===== src/rtl/pwm_bank_pkg.sv =====
package pwm_bank_pkg;

    localparam int NUM_CH  = 5;
    localparam int NUM_PIN = 4;
    localparam int ADDR_W  = 8;
    localparam int DATA_W  = 32;

    localparam logic [ADDR_W-1:0] CTRL_ADDR = 8'h08;

    typedef struct packed {
        logic start;
        logic manual;
        logic invert;
        logic reload;
    } ch_ctrl_t;

    function automatic logic [ADDR_W-1:0] cnt_addr(input int ch);
        return ADDR_W'(12 + 12 * ch);
    endfunction

    function automatic logic [ADDR_W-1:0] cmp_addr(input int ch);
        return ADDR_W'(16 + 12 * ch);
    endfunction

    // nibble 1 is skipped: channel 0 at nibble 0, channel n at nibble n+1
    function automatic int nib_base(input int ch);
        return (ch == 0) ? 0 : 4 * (ch + 1);
    endfunction

    function automatic int start_pos(input int ch);
        return nib_base(ch);
    endfunction

    function automatic int manual_pos(input int ch);
        return nib_base(ch) + 1;
    endfunction

    function automatic int invert_pos(input int ch);
        return nib_base(ch) + 2;
    endfunction

    // the pinless last channel keeps auto-reload in the invert slot
    function automatic int reload_pos(input int ch);
        return (ch == NUM_CH - 1) ? nib_base(ch) + 2 : nib_base(ch) + 3;
    endfunction

    function automatic logic [DATA_W-1:0] ctrl_mask();
        logic [DATA_W-1:0] m;
        m = '0;
        for (int ch = 0; ch < NUM_CH; ch++) begin
            m[start_pos(ch)]  = 1'b1;
            m[manual_pos(ch)] = 1'b1;
            m[reload_pos(ch)] = 1'b1;
            if (ch < NUM_PIN) m[invert_pos(ch)] = 1'b1;
        end
        return m;
    endfunction

    localparam logic [DATA_W-1:0] CTRL_MASK = ctrl_mask();

endpackage


===== src/rtl/pwm_regs.sv =====
module pwm_regs
    import pwm_bank_pkg::*;
#(
    parameter int CNT_W = 16
) (
    input  logic                              clk,
    input  logic                              rst_n,
    input  logic                              we,
    input  logic [ADDR_W-1:0]                 addr,
    input  logic [DATA_W-1:0]                 wdata,
    output logic [DATA_W-1:0]                 rdata,
    output logic [DATA_W-1:0]                 ctrl_word,
    output ch_ctrl_t [NUM_CH-1:0]             cfg,
    output logic [NUM_CH-1:0][CNT_W-1:0]      cnt_buf,
    output logic [NUM_CH-1:0][CNT_W-1:0]      cmp_buf
);

    typedef struct packed {
        logic [DATA_W-1:0]              ctrl;
        logic [NUM_CH-1:0][CNT_W-1:0]   cnt;
        logic [NUM_CH-1:0][CNT_W-1:0]   cmp;
    } regs_t;

    regs_t regs_d, regs_q;

    always_comb begin
        regs_d = regs_q;
        if (we) begin
            if (addr == CTRL_ADDR) regs_d.ctrl = wdata & CTRL_MASK;
            for (int ch = 0; ch < NUM_CH; ch++) begin
                if (addr == cnt_addr(ch)) regs_d.cnt[ch] = wdata[CNT_W-1:0];
                if (addr == cmp_addr(ch)) regs_d.cmp[ch] = wdata[CNT_W-1:0];
            end
        end
    end

    always_ff @(posedge clk or negedge rst_n) begin
        if (!rst_n) regs_q <= '0;
        else        regs_q <= regs_d;
    end

    always_comb begin
        rdata = '0;
        if (addr == CTRL_ADDR) rdata = regs_q.ctrl;
        for (int ch = 0; ch < NUM_CH; ch++) begin
            if (addr == cnt_addr(ch)) rdata = DATA_W'(regs_q.cnt[ch]);
            if (addr == cmp_addr(ch)) rdata = DATA_W'(regs_q.cmp[ch]);
        end
    end

    assign ctrl_word = regs_q.ctrl;
    assign cnt_buf   = regs_q.cnt;
    assign cmp_buf   = regs_q.cmp;

    for (genvar g = 0; g < NUM_CH; g++) begin : g_decode
        localparam int SP = start_pos(g);
        localparam int MP = manual_pos(g);
        localparam int RP = reload_pos(g);
        assign cfg[g].start  = regs_q.ctrl[SP];
        assign cfg[g].manual = regs_q.ctrl[MP];
        assign cfg[g].reload = regs_q.ctrl[RP];
        if (g < NUM_PIN) begin : g_inv
            localparam int IP = invert_pos(g);
            assign cfg[g].invert = regs_q.ctrl[IP];
        end else begin : g_noinv
            assign cfg[g].invert = 1'b0;
        end
    end

endmodule


===== src/rtl/pwm_chan.sv =====
module pwm_chan
    import pwm_bank_pkg::*;
#(
    parameter int CNT_W = 16
) (
    input  logic             clk,
    input  logic             rst_n,
    input  logic             tick,
    input  ch_ctrl_t         cfg,
    input  logic [CNT_W-1:0] cnt_buf,
    input  logic [CNT_W-1:0] cmp_buf,
    output logic             level,
    output logic             expire
);

    localparam logic [CNT_W-1:0] ALL_ONES = '1;

    typedef struct packed {
        logic [CNT_W-1:0] cnt;
        logic [CNT_W-1:0] cmp;
        logic             done;
        logic             expire;
    } chan_t;

    chan_t chan_d, chan_q;
    logic  running;
    logic  active;

    always_comb begin
        chan_d        = chan_q;
        chan_d.expire = 1'b0;
        if (cfg.manual) begin
            chan_d.cnt  = cnt_buf;
            chan_d.cmp  = cmp_buf;
            chan_d.done = 1'b0;
        end else if (cfg.start && !chan_q.done && tick) begin
            if (chan_q.cnt == '0) begin
                chan_d.expire = 1'b1;
                if (cfg.reload) begin
                    chan_d.cnt = cnt_buf;
                    chan_d.cmp = cmp_buf;
                end else begin
                    chan_d.done = 1'b1;
                end
            end else begin
                chan_d.cnt = chan_q.cnt - 1'b1;
            end
        end
    end

    always_ff @(posedge clk or negedge rst_n) begin
        if (!rst_n) chan_q <= '0;
        else        chan_q <= chan_d;
    end

    assign running = cfg.start && !chan_q.done;
    assign active  = running && ((chan_q.cmp == ALL_ONES) || (chan_q.cnt > chan_q.cmp));
    assign level   = active ^ cfg.invert;
    assign expire  = chan_q.expire;

endmodule


===== src/rtl/pwm_timer_bank.sv =====
module pwm_timer_bank
    import pwm_bank_pkg::*;
#(
    parameter int CNT_W = 16
) (
    input  logic        clk,
    input  logic        rst_n,
    input  logic        reg_we,
    input  logic [7:0]  reg_addr,
    input  logic [31:0] reg_wdata,
    output logic [31:0] reg_rdata,
    input  logic [4:0]  tick_en,
    output logic [3:0]  pwm_out,
    output logic [4:0]  expire
);

    logic [DATA_W-1:0]            ctrl_word;
    ch_ctrl_t [NUM_CH-1:0]        cfg;
    logic [NUM_CH-1:0][CNT_W-1:0] cnt_buf;
    logic [NUM_CH-1:0][CNT_W-1:0] cmp_buf;

    pwm_regs #(.CNT_W(CNT_W)) i_regs (
        .clk       (clk),
        .rst_n     (rst_n),
        .we        (reg_we),
        .addr      (reg_addr),
        .wdata     (reg_wdata),
        .rdata     (reg_rdata),
        .ctrl_word (ctrl_word),
        .cfg       (cfg),
        .cnt_buf   (cnt_buf),
        .cmp_buf   (cmp_buf)
    );

    for (genvar g = 0; g < NUM_CH; g++) begin : g_chan
        if (g < NUM_PIN) begin : g_pin
            pwm_chan #(.CNT_W(CNT_W)) i_chan (
                .clk     (clk),
                .rst_n   (rst_n),
                .tick    (tick_en[g]),
                .cfg     (cfg[g]),
                .cnt_buf (cnt_buf[g]),
                .cmp_buf (cmp_buf[g]),
                .level   (pwm_out[g]),
                .expire  (expire[g])
            );
        end else begin : g_nopin
            logic spare_lvl_unused;
            pwm_chan #(.CNT_W(CNT_W)) i_chan (
                .clk     (clk),
                .rst_n   (rst_n),
                .tick    (tick_en[g]),
                .cfg     (cfg[g]),
                .cnt_buf (cnt_buf[g]),
                .cmp_buf (cmp_buf[g]),
                .level   (spare_lvl_unused),
                .expire  (expire[g])
            );
        end
    end

endmodule


===== config.mk =====
export PLATFORM = sky130hd
export DESIGN_NAME = pwm_timer_bank
export DESIGN_NICKNAME = d
export VERILOG_FILES = /design/src/rtl/pwm_bank_pkg.sv /design/src/rtl/pwm_regs.sv /design/src/rtl/pwm_chan.sv /design/src/rtl/pwm_timer_bank.sv
export SDC_FILE = /design/constraint.sdc
export NUM_CORES = 1
export LEC_CHECK = 0
export ABC_AREA = 0
export BUFFER_PORTS_ARGS = -buffer_cell sky130_fd_sc_hd__clkbuf_2
export CELL_PAD_IN_SITES_DETAIL_PLACEMENT = 1
export CELL_PAD_IN_SITES_GLOBAL_PLACEMENT = 1
export CORE_MARGIN = 2
export CORE_UTILIZATION = 50
export DETAILED_ROUTE_END_ITERATION = 6
export GPL_TIMING_DRIVEN = 0
export HOLD_SLACK_MARGIN = 0.12
export PLACE_DENSITY = 0.87
export SYNTH_ARGS = -nofsm -noshare
export SYNTH_HDL_FRONTEND = slang
export SYNTH_HIERARCHICAL = 1
export SYNTH_SLANG_ARGS = --single-unit
export TNS_END_PERCENT = 50

===== constraint.sdc =====
create_clock -name clk -period 2.52 [get_ports clk]
set_input_delay 0.126 -clock clk [delete_from_list [all_inputs] [get_ports clk]]
set_output_delay 0.126 -clock clk [all_outputs]
set_load 0.01 [all_outputs]

==> metrics.txt, run 1 <==
commonest non-fill, non-tap cell in the layout dfrtp_1; CTS Buffer Depth 3; Vias 18700; vias in the first global route roughly 19000; area of the multi-input gates about 11000 um2; Crit. Startpoint g_chan[0].g_pin.i_chan/chan_q[30]; post-layout minimum cycle time 2.90 ns; antenna viol nets, final 0; CTS tree built; Finished Cell Area approximately 24000 um2; Net count, final 2260; Syn. warnings 6; DRC 0; Finish-stage setup viols 8; largest net degree at the start of global routing approximately 120; die height slightly above 200 um; root buf cell clkbuf_16; vias per cell 6.96; Storage cell area roughly 8400 um2; H-Tree Level Count 2; Clock Latency Late Sink 0.57 ns; initial DRC count around 2000; Fin. Hold Viols 0; Initial Utilization 50.5%; DP HPWL around 54000 um; Row Count between 70 and 80; critical path type register to output port; Pwr Density 863 nW/um2; RD Place Congestion approximately 1.1; FF-to-FF setup slack 0 ns; port buffer count 64; R2R depth 9; Synth Instances ~1900; unrepaired setup endpoints after global routing true; layout overhead on the synthesized area 21.1%; Slew @ Worst Pin between 1 and 1.5 ns; failing checks setup timing; # IOs 89; post-route clock period utilization 115%; DR WL/cell around 31 um; Worst VDD drop approximately 0.6 mV; max-slew violations 0; Top delay family on crit path simple AND/OR/NAND/NOR gates; total of max-cap violations 0; Buffers & Inverters on Critical Path 1; first-pass GRT wire length 123000 um; Die ar. 40500 um2; slew margin rel. approximately 24%; fmax roughly 340 MHz; die width 201 um; layout cell share with drive strength beyond 1 between 30 and 40%; status complete, but fails checks; slowest stage delay, CP around 0.48 ns; clock skew between 0.015 and 0.02 ns; final setup margin -0.382 ns; Placeable Area roughly 39000 um2; Startpoint Class register; Data required, critical path 2.39 ns; crit path DAT ~2.8 ns; CP cell instances ha_1 -> nand4_1 -> or4_4 -> a21o_1 -> a31oi_4 -> xor2_1 -> buf_2; total CTS buffers 40; Setup crit end kind output port; Total Routing Usage GR 39.9%; dpl cell area 20600 um2; mapped cell area 19500 um2; non-filler cells, final approximately 2700; top fanout value on the critical path 5; fillers just over 4000; total iterations of the first detailed-routing run 6; Total Wirelength a little over 80000 um; reg2reg start g_chan[1].g_pin.i_chan/chan_q[23]; Placed Instances roughly 2500; commonest non-fill, non-tap cells in the layout 299 x dfrtp_1, 176 x mux2_2, 120 x o21ai_0; clock sink count 333; type of the most critical hold path primary input to async pin; Avg Cell Area, Syn 10.1 um2; initial antenna violation count 2; Max stage delay cell, worst path or4_4; total congestion overflow 0; leakage between 0.01 and 0.015 uW; reg2reg end g_chan[1].g_pin.i_chan/chan_q[5]; CTS clk-pin slew, worst paths about 0.06 ns
[area by class of cell]
cell class,count,share of cell area [%]
Clock buffer,50,4.67
Multi-Input combinational cell,1351,45.7
Sequential cell,333,35.5
Antenna cell,2,0.0212
Timing Repair Buffer,173,5.46
Buffer,131,3.26
Clock inverter,21,0.887
Tap cell,518,2.75
Inverter,108,1.73
[where the power goes]
group / total [uW] / switching, uW / internal (uW)
Combinational: 7190 / 4190 / 3000
Sequential: 7250 / 1070 / 6180
Clock: 5910 / 2480 / 3420
[registers in the layout (all words and copies together) (netlist names)]
signal                        count
g_chan.g_pin.i_chan/chan_q      132
i_regs/ctrl_word                 19
i_regs/cnt_buf                   80
i_regs/cmp_buf                   80
g_chan.g_nopin.i_chan/expire      1
g_chan.g_nopin.i_chan/chan_q     17
g_chan.g_pin.i_chan/expire        4
[worst min-delay path, delay by kind of cell]
kind                   cells  cell delay (ns)
buffers and inverters      3             0.92
[how the worst max path moves through the flow]
stage | end | slack, ns | depth (start not counted)
after CTS | pwm_out[0] | -0.38 | 7
final | pwm_out[0] | -0.38 | 7
after floorplan | g_chan[1].g_pin.i_chan/chan_q[30] | 0.20 | 8
after global placement | g_chan[2].g_pin.i_chan/expire | -5.97 | 1
after detailed placement | g_chan[4].g_nopin.i_chan/chan_q[24] | -0.25 | 9
after global routing | pwm_out[2] | -0.41 | 7
[layer usage]
metal | GRT usage (%) | vias up | part of all wire [%]
met4 | 19.3 | 0 | 5.2
met1 | 51.5 | 9536 | 38
met2 | 64.4 | 1191 | 46
li1 | - | 7666 | -
met5 | 0 | - | 0
met3 | 8.18 | 309 | 10
[metrics by stage]
| stage | TNS (ns) | hold WS [ns] | utilization, % | setup WS, ns | total power [uW] |
|---|---|---|---|---|---|
| 4_1_cts | -1.08 | 0.142 | 59.8 | -0.381 | 19300 |
| 5_1_grt | -1.91 | 0.166 | 61.1 | -0.406 | 21100 |
| 3_5_place_dp | -4.68 | 0.0473 | 53.3 | -0.250 | 12500 |
| 3_3_place_gp | -1975.08 | 0.337 | 53.1 | -5.97 | 12000 |
| 6_report | -1.38 | 0.129 | 61.1 | -0.382 | 20300 |
| 2_1_floorplan | 0 | -0.170 | - | 0.203 | 10600 |
[timing repair]
| item | 4_1_cts | 5_1_grt |
|---|---|---|
| hold buffers | 26 | 0 |
| setup endpoints to repair | 74 | 133 |
| resized for setup | 105 | 101 |
| pin swaps | 32 | 30 |
| buffers inserted | 57 | 23 |
| endpoints found under the hold margin | 243 | 0 |
No activity file was read; power rests on OpenSTA's default activity.
==> inputs of run 2 (changes only) <==
==> constraint.sdc (replaced) <==
create_clock -name clk -period 2.87 [get_ports clk]
set_input_delay 0.1435 -clock clk [delete_from_list [all_inputs] [get_ports clk]]
set_output_delay 0.1435 -clock clk [all_outputs]
set_load 0.01 [all_outputs]
==> run 2 against run 1 <==
Net effect:
- the run still ends with setup timing left
- register-to-register slack better by 0.09 ns
- clock skew is 0.0027 ns lower
- total power is 17% lower
- sequential power is 13% lower
- worst setup slack better by 0.37 ns
- non-clock buffer count is 52 lower
- combinational power is 24% lower
- count of clock-buffer cells in the layout stayed put
- largest cell class unchanged
==> metrics.txt, run 2 (synthesis gave the netlist of run 1 again) <==
status complete, but fails checks; failing checks setup timing; Top reg by flops g_chan.g_pin.i_chan/chan_q; layout cell share with drive strength beyond 1 24.7% (-5.6 points); total congestion overflow 0 (unchanged); reg2reg start g_chan[3].g_pin.i_chan/chan_q[18]; largest net degree at the start of global routing 118 (unchanged); Startpoint Class register; DP HPWL 54000 um (unchanged); critical path type register to output port; commonest non-fill, non-tap cell in the layout dfrtp_1; Fin. Hold Viols 0 (unchanged); Reg power frac 37.3% (+1.7 points); Die ar. 40500 um2 (unchanged); Sw Pwr 6310 uW (-18%); Worst VDD drop 0.531 mV (-13%); type of the most critical hold path primary input to async pin; max reg flops 132 (unchanged); clock skew 0.0166 ns (-0.00273 ns); reg2reg end g_chan[3].g_pin.i_chan/chan_q[4]; top fanout value on the critical path 5 (unchanged); port buffer count 64 (unchanged); clock sink count 333 (unchanged); Data required, critical path 2.73 ns (+0.34 ns); DR WL/cell 29.6 um (-4.0%); commonest non-fill, non-tap cells in the layout 311 x dfrtp_1, 176 x mux2_2, 124 x o21ai_0; CTS Buffer Depth 3 (unchanged); die width 201 um (unchanged); FF-to-FF setup slack 0.09 ns (+0.09 ns); Finish-stage setup viols 3 (-5); CTS tree built; Vias 18000 (-4.0%); diode count 0 (-2); root buf cell clkbuf_16; Total Wirelength 78000 um (-6.0%); max-slew violations 0 (unchanged); crit path DAT 2.74 ns (-0.04 ns); total iterations of the first detailed-routing run 6 (unchanged); die height 201 um (unchanged); unrepaired setup endpoints after global routing true; layout overhead on the synthesized area 16.2%; Placeable Area 38600 um2 (unchanged); slew margin rel. 12.0% (-12 points); Row Count 72 (unchanged); first-pass GRT wire length 117000 um (-4.9%); R2R depth 8 (-1); Setup crit end kind output port; Slew @ Worst Pin 1.32 ns (+0.181 ns); DRC 0 (unchanged); antenna viol nets, final 0 (unchanged); clock power share 30.4% (+1.4 points); CTS clk-pin slew, worst paths 0.06 ns (about the same); Setup WS pre-CTS 0.0996 ns (+0.350 ns); final setup margin -0.0169 ns (+0.365 ns); post-route clock period utilization 101%; post-layout minimum cycle time 2.89 ns; H-Tree Level Count 2 (unchanged); total of max-cap violations 0 (unchanged); leakage 0.0102 uW (-3.5%); total CTS buffers 40 (unchanged); # IOs 89 (unchanged); Clock Latency Late Sink 0.57 ns (about the same); vias per cell 6.82 (-2.1%); initial antenna violation count 0 (-2); Net count, final 2208 (-2.3%); Combinational Power Share 32.3% (-3.0 points); post-layout util 58.6% (-2.5 points); initial DRC count 1783 (-11%); Pwr Density 751 nW/um2 (-13%); switching fraction of total power 37.2% (-0.87 points); fmax roughly 350 MHz; Total Routing Usage GR 37.8% (-2.1 points); Pint 10700 uW (-15%); Initial Utilization 50.5% (unchanged); vias in the first global route 18700 (-3.9%); RD Place Congestion 1.06 (unchanged)
==> run 2: cell type report <==
class,instances,area (um2)
clock inverters,21,209
multi-input cells,1351,10300
inverters,108,405
well taps,518,648
flip-flops and latches,333,8360
fillers,4221,16000
plain buffers,133,697
clock buffers,50,1100
repair buffers,119,877
==> run 2: power by group through the flow <==
stage	sequential (uW)	clock, uW	combinational, uW
floorplan	5990	0	3330
global placement	6310	0	4220
detailed placement	6370	0	4580
CTS	6260	5200	5060
global route	6380	5380	5940
finish	6330	5150	5490
==> run 2: worst max-delay path, stage by stage, from the launching register on <==
cell and delay, ns:
dfrtp_1 0.45, ha_1 0.33, nand4_1 0.19, or3_1 0.44, a21o_1 0.17, a31oi_1 0.28, xor2_1 0.18, clkbuf_2 0.15
==> run 2: repair_timing <==
action                                  in CTS  in global routing
setup buffers                               17                  9
hold buffers                                26                  0
resized for setup                           39                 26
endpoints found under the hold margin      242                  0
endpoints found under the setup margin       4                 42
pin swaps                                   10                 14
==> run 2: worst max path at each step <==
stage	endpoint	start
2_1_floorplan	g_chan[1].g_pin.i_chan/chan_q[30]	g_chan[1].g_pin.i_chan/chan_q[18]
3_3_place_gp	g_chan[2].g_pin.i_chan/expire	rst_n
3_5_place_dp	g_chan[4].g_nopin.i_chan/chan_q[24]	g_chan[4].g_nopin.i_chan/chan_q[18]
4_1_cts	pwm_out[0]	g_chan[0].g_pin.i_chan/chan_q[28]
5_1_grt	pwm_out[3]	g_chan[3].g_pin.i_chan/chan_q[33]
6_report	pwm_out[3]	g_chan[3].g_pin.i_chan/chan_q[33]
==> run 2: through the flow <==
step	total power [uW]	hold WS, ns	std cells	TNS, ns	area [um2]
after global placement	10500	0.355	2508	-1862.77	20500
after detailed placement	10900	0.0648	2511	0	20600
after global routing	17700	0.184	2633	-0.724	22600
after floorplan	9320	-0.152	1926	0	19500
final	17000	0.150	2633	-0.0336	22600
after CTS	16500	0.159	2625	-0.109	22400
==> run 2: metal layers <==
layer,GRT usage (%),vias to the layer above,share of wire (%)
met4,14.5,0,4.2
met5,0,-,0
met2,62.0,983,47
met3,6.93,239,8.9
li1,-,7540,-
met1,50.1,9188,40
==> inputs of run 3 (changes only) <==
--- a/config.mk
+++ b/config.mk
@@ -6,15 +6,15 @@
 export NUM_CORES = 1
 export LEC_CHECK = 0
 export ABC_AREA = 0
-export BUFFER_PORTS_ARGS = -buffer_cell sky130_fd_sc_hd__clkbuf_2
+export BUFFER_PORTS_ARGS = -buffer_cell sky130_fd_sc_hd__buf_2
 export CELL_PAD_IN_SITES_DETAIL_PLACEMENT = 1
 export CELL_PAD_IN_SITES_GLOBAL_PLACEMENT = 1
 export CORE_MARGIN = 2
-export CORE_UTILIZATION = 50
+export CORE_UTILIZATION = 45
 export DETAILED_ROUTE_END_ITERATION = 6
 export GPL_TIMING_DRIVEN = 0
 export HOLD_SLACK_MARGIN = 0.12
-export PLACE_DENSITY = 0.87
+export PLACE_DENSITY = 0.83
 export SYNTH_ARGS = -nofsm -noshare
 export SYNTH_HDL_FRONTEND = slang
 export SYNTH_HIERARCHICAL = 1
==> constraint.sdc (replaced) <==
create_clock -name clk -period 2.5 [get_ports clk]
set_input_delay 0.125 -clock clk [delete_from_list [all_inputs] [get_ports clk]]
set_output_delay 0.125 -clock clk [all_outputs]
set_load 0.01 [all_outputs]
==> run 3 against run 2 <==
Net effect:
- the flow still finishes with violations (setup timing)
- worst hold slack improved by 0.089 ns
- register-to-register slack got worse by 0.12 ns
- total power rose by 15%
- non-clock buffer count rose by 46
- critical path depth rose by 1
- worst setup slack lost 0.38 ns
- clock skew up 0.00093 ns
- via count up 0.92%
- global-route usage is 3.3 points lower
- final cell count grew 4.4%
- sequential power up 15%
- highest routed layer unchanged
==> metrics.txt, run 3 (synthesis gave the netlist of run 1 again) <==
fmax roughly 350 MHz; Total Wirelength 78900 um (+1.2%); total congestion overflow 0 (unchanged); post-route clock period utilization 116%; H-Tree Level Count 2 (unchanged); root buf cell clkbuf_16; Top reg by flops g_chan.g_pin.i_chan/chan_q; commonest non-fill, non-tap cells in the layout 300 x dfrtp_1, 176 x mux2_2, 123 x o21ai_0; Startpoint Class register; total of max-cap violations 0 (unchanged); die height 212 um (+5.3%); clock sink count 333 (unchanged); max-slew violations 0 (unchanged); reg2reg start g_chan[1].g_pin.i_chan/chan_q[25]; DP HPWL 54500 um (+1.0%); Combinational Power Share 34.6% (+2.3 points); top fanout value on the critical path 3 (-2); port buffer count 64 (unchanged); post-layout minimum cycle time about 2.9 ns; Slew @ Worst Pin 1.10 ns (-0.224 ns); Fin. Hold Viols 0 (unchanged); Finished Cell Area 23400 um2 (+3.5%); layout overhead on the synthesized area 20.2%; slowest stage delay, CP 0.48 ns (+0.03 ns); Placeable Area 42900 um2 (+11%); Data required, critical path 2.38 ns (-0.35 ns); CTS tree built; leakage 0.0105 uW (+3.0%); max reg flops 132 (unchanged); switching fraction of total power 37.7% (+0.49 points); vias per cell 6.59 (-3.3%); Pint 12200 uW (+15%); CTS Buffer Depth 3 (unchanged); failing checks setup timing; RD Place Congestion 0.959 (-9.2%); hold slack 0.240 ns (+0.0895 ns); Net count, final 2253 (+2.0%); total CTS buffers 39 (-2.5%); Setup crit end kind output port; CP cell instances inv_1 -> ha_1 -> nand4_1 -> or4_4 -> a21o_1 -> a31oi_4 -> xor2_2 -> buf_2; vias in the first global route 18400 (-1.7%); Sw Pwr 7390 uW (+17%); antenna viol nets, final 0 (unchanged); Row Count 76 (+5.6%); R2R depth 8 (unchanged); Pwr Density 838 nW/um2 (+12%); Top delay family on crit path simple AND/OR/NAND/NOR gates; # IOs 89 (unchanged); initial antenna violation count 1 (+1); slew margin rel. 26.9% (+15 points); critical path type register to output port; reg2reg end g_chan[1].g_pin.i_chan/chan_q[21]; Reg power frac 37.1% (-0.2 points); Initial Utilization 45.4% (-5.1 points); crit path DAT 2.77 ns (+0.03 ns); type of the most critical hold path primary input to async pin; Tot Pwr 19600 uW (+15%); initial DRC count 1981 (+11%); Worst VDD drop 0.664 mV (+25%); status complete, but fails checks; dpl cell area 20600 um2 (+0.28%); commonest non-fill, non-tap cell in the layout dfrtp_1; largest net degree at the start of global routing 117 (-0.85%); final setup margin -0.397 ns (-0.380 ns); Vias 18100 (+0.92%); total iterations of the first detailed-routing run 7 (+1); Buffers & Inverters on Critical Path 2 (+1); layout cell share with drive strength beyond 1 29.0% (+4.3 points); Die ar. 44900 um2 (+11%); Max stage delay cell, worst path or4_4; die width 212 um (+5.3%); unrepaired setup endpoints after global routing true; first-pass GRT wire length 116000 um (-0.22%); DRC 0 (unchanged); Clock Latency Late Sink 0.57 ns (about the same); Finish-stage setup viols 10 (+7); CTS clk-pin slew, worst paths 0.06 ns (about the same); setup tns final -1.32 ns (-1.29 ns); clock power share 28.4% (-2.0 points); clock skew 0.0176 ns (+0.000928 ns); DR WL/cell 28.7 um (-3.0%); Total Routing Usage GR 34.5% (-3.3 points); FF-to-FF setup slack -0.03 ns (-0.12 ns)
-- run 3: worst max-delay path by stage --
stage                                             start                                   to  slack [ns]  cells past startpoint
floorplan             g_chan[1].g_pin.i_chan/chan_q[18]    g_chan[1].g_pin.i_chan/chan_q[30]        0.18                      8
global placement                                  rst_n    g_chan[2].g_pin.i_chan/chan_q[31]       -5.15                      1
detailed placement  g_chan[4].g_nopin.i_chan/chan_q[18]  g_chan[4].g_nopin.i_chan/chan_q[18]       -0.34                      9
CTS                   g_chan[0].g_pin.i_chan/chan_q[26]                           pwm_out[0]       -0.35                      7
global route          g_chan[1].g_pin.i_chan/chan_q[16]                           pwm_out[1]       -0.47                      8
finish                g_chan[0].g_pin.i_chan/chan_q[17]                           pwm_out[0]       -0.40                      8
-- run 3: layout make-up --
cell class,instances,area [um2]
fill,4646,19500
multi-input combinational,1351,10700
sequential,333,8370
timing repair buffer,167,1210
clock buffer,51,1060
buffer,131,767
tap,585,732
inverter,108,408
clock inverter,19,144
antenna,3,7.51
-- run 3: stage by stage --
step,setup slack [ns],utilization [%],instances
final,-0.397,54.5,2748
after global routing,-0.470,54.5,2746
after CTS,-0.345,53.4,2722
after detailed placement,-0.342,48.1,2577
after global placement,-5.15,47.9,2575
after floorplan,0.183,-,1926
-- run 3: power by group through the flow --
stage	Sequential [uW]	Combinational, uW	Clock, uW
finish	7260	6770	5560
global route	7320	7330	5830
CTS	7170	6190	5610
detailed placement	7320	5260	0
global placement	7260	4880	0
floorplan	6880	3820	0
-- run 3: worst register-to-register path, cell delays in order (launching register included) --
cell and delay (ns):
dfrtp_1 0.48, or4_4 0.52, buf_6 0.15, nor4b_4 0.37, buf_4 0.18, buf_6 0.15, a21o_4 0.16, nand2_2 0.16
a22oi_1 0.26
-- run 3: per-layer routing --
metal	wire, um	global-route usage [%]	part of all wire, %	vias to the layer above
li1	-	-	-	7647
met1	32100	45.6	41	9290
met2	36700	55.8	46	932
met3	6120	5.76	7.7	246
met4	4050	15.3	5.1	0
met5	0	0	0	-
-- run 3: repair_timing --
item	CTS	global route
endpoints found under the setup margin	97	127
setup buffers	49	25
gates resized for setup	106	81
hold endpoints to repair	141	0
hold buffers	27	0
pin swaps	18	13
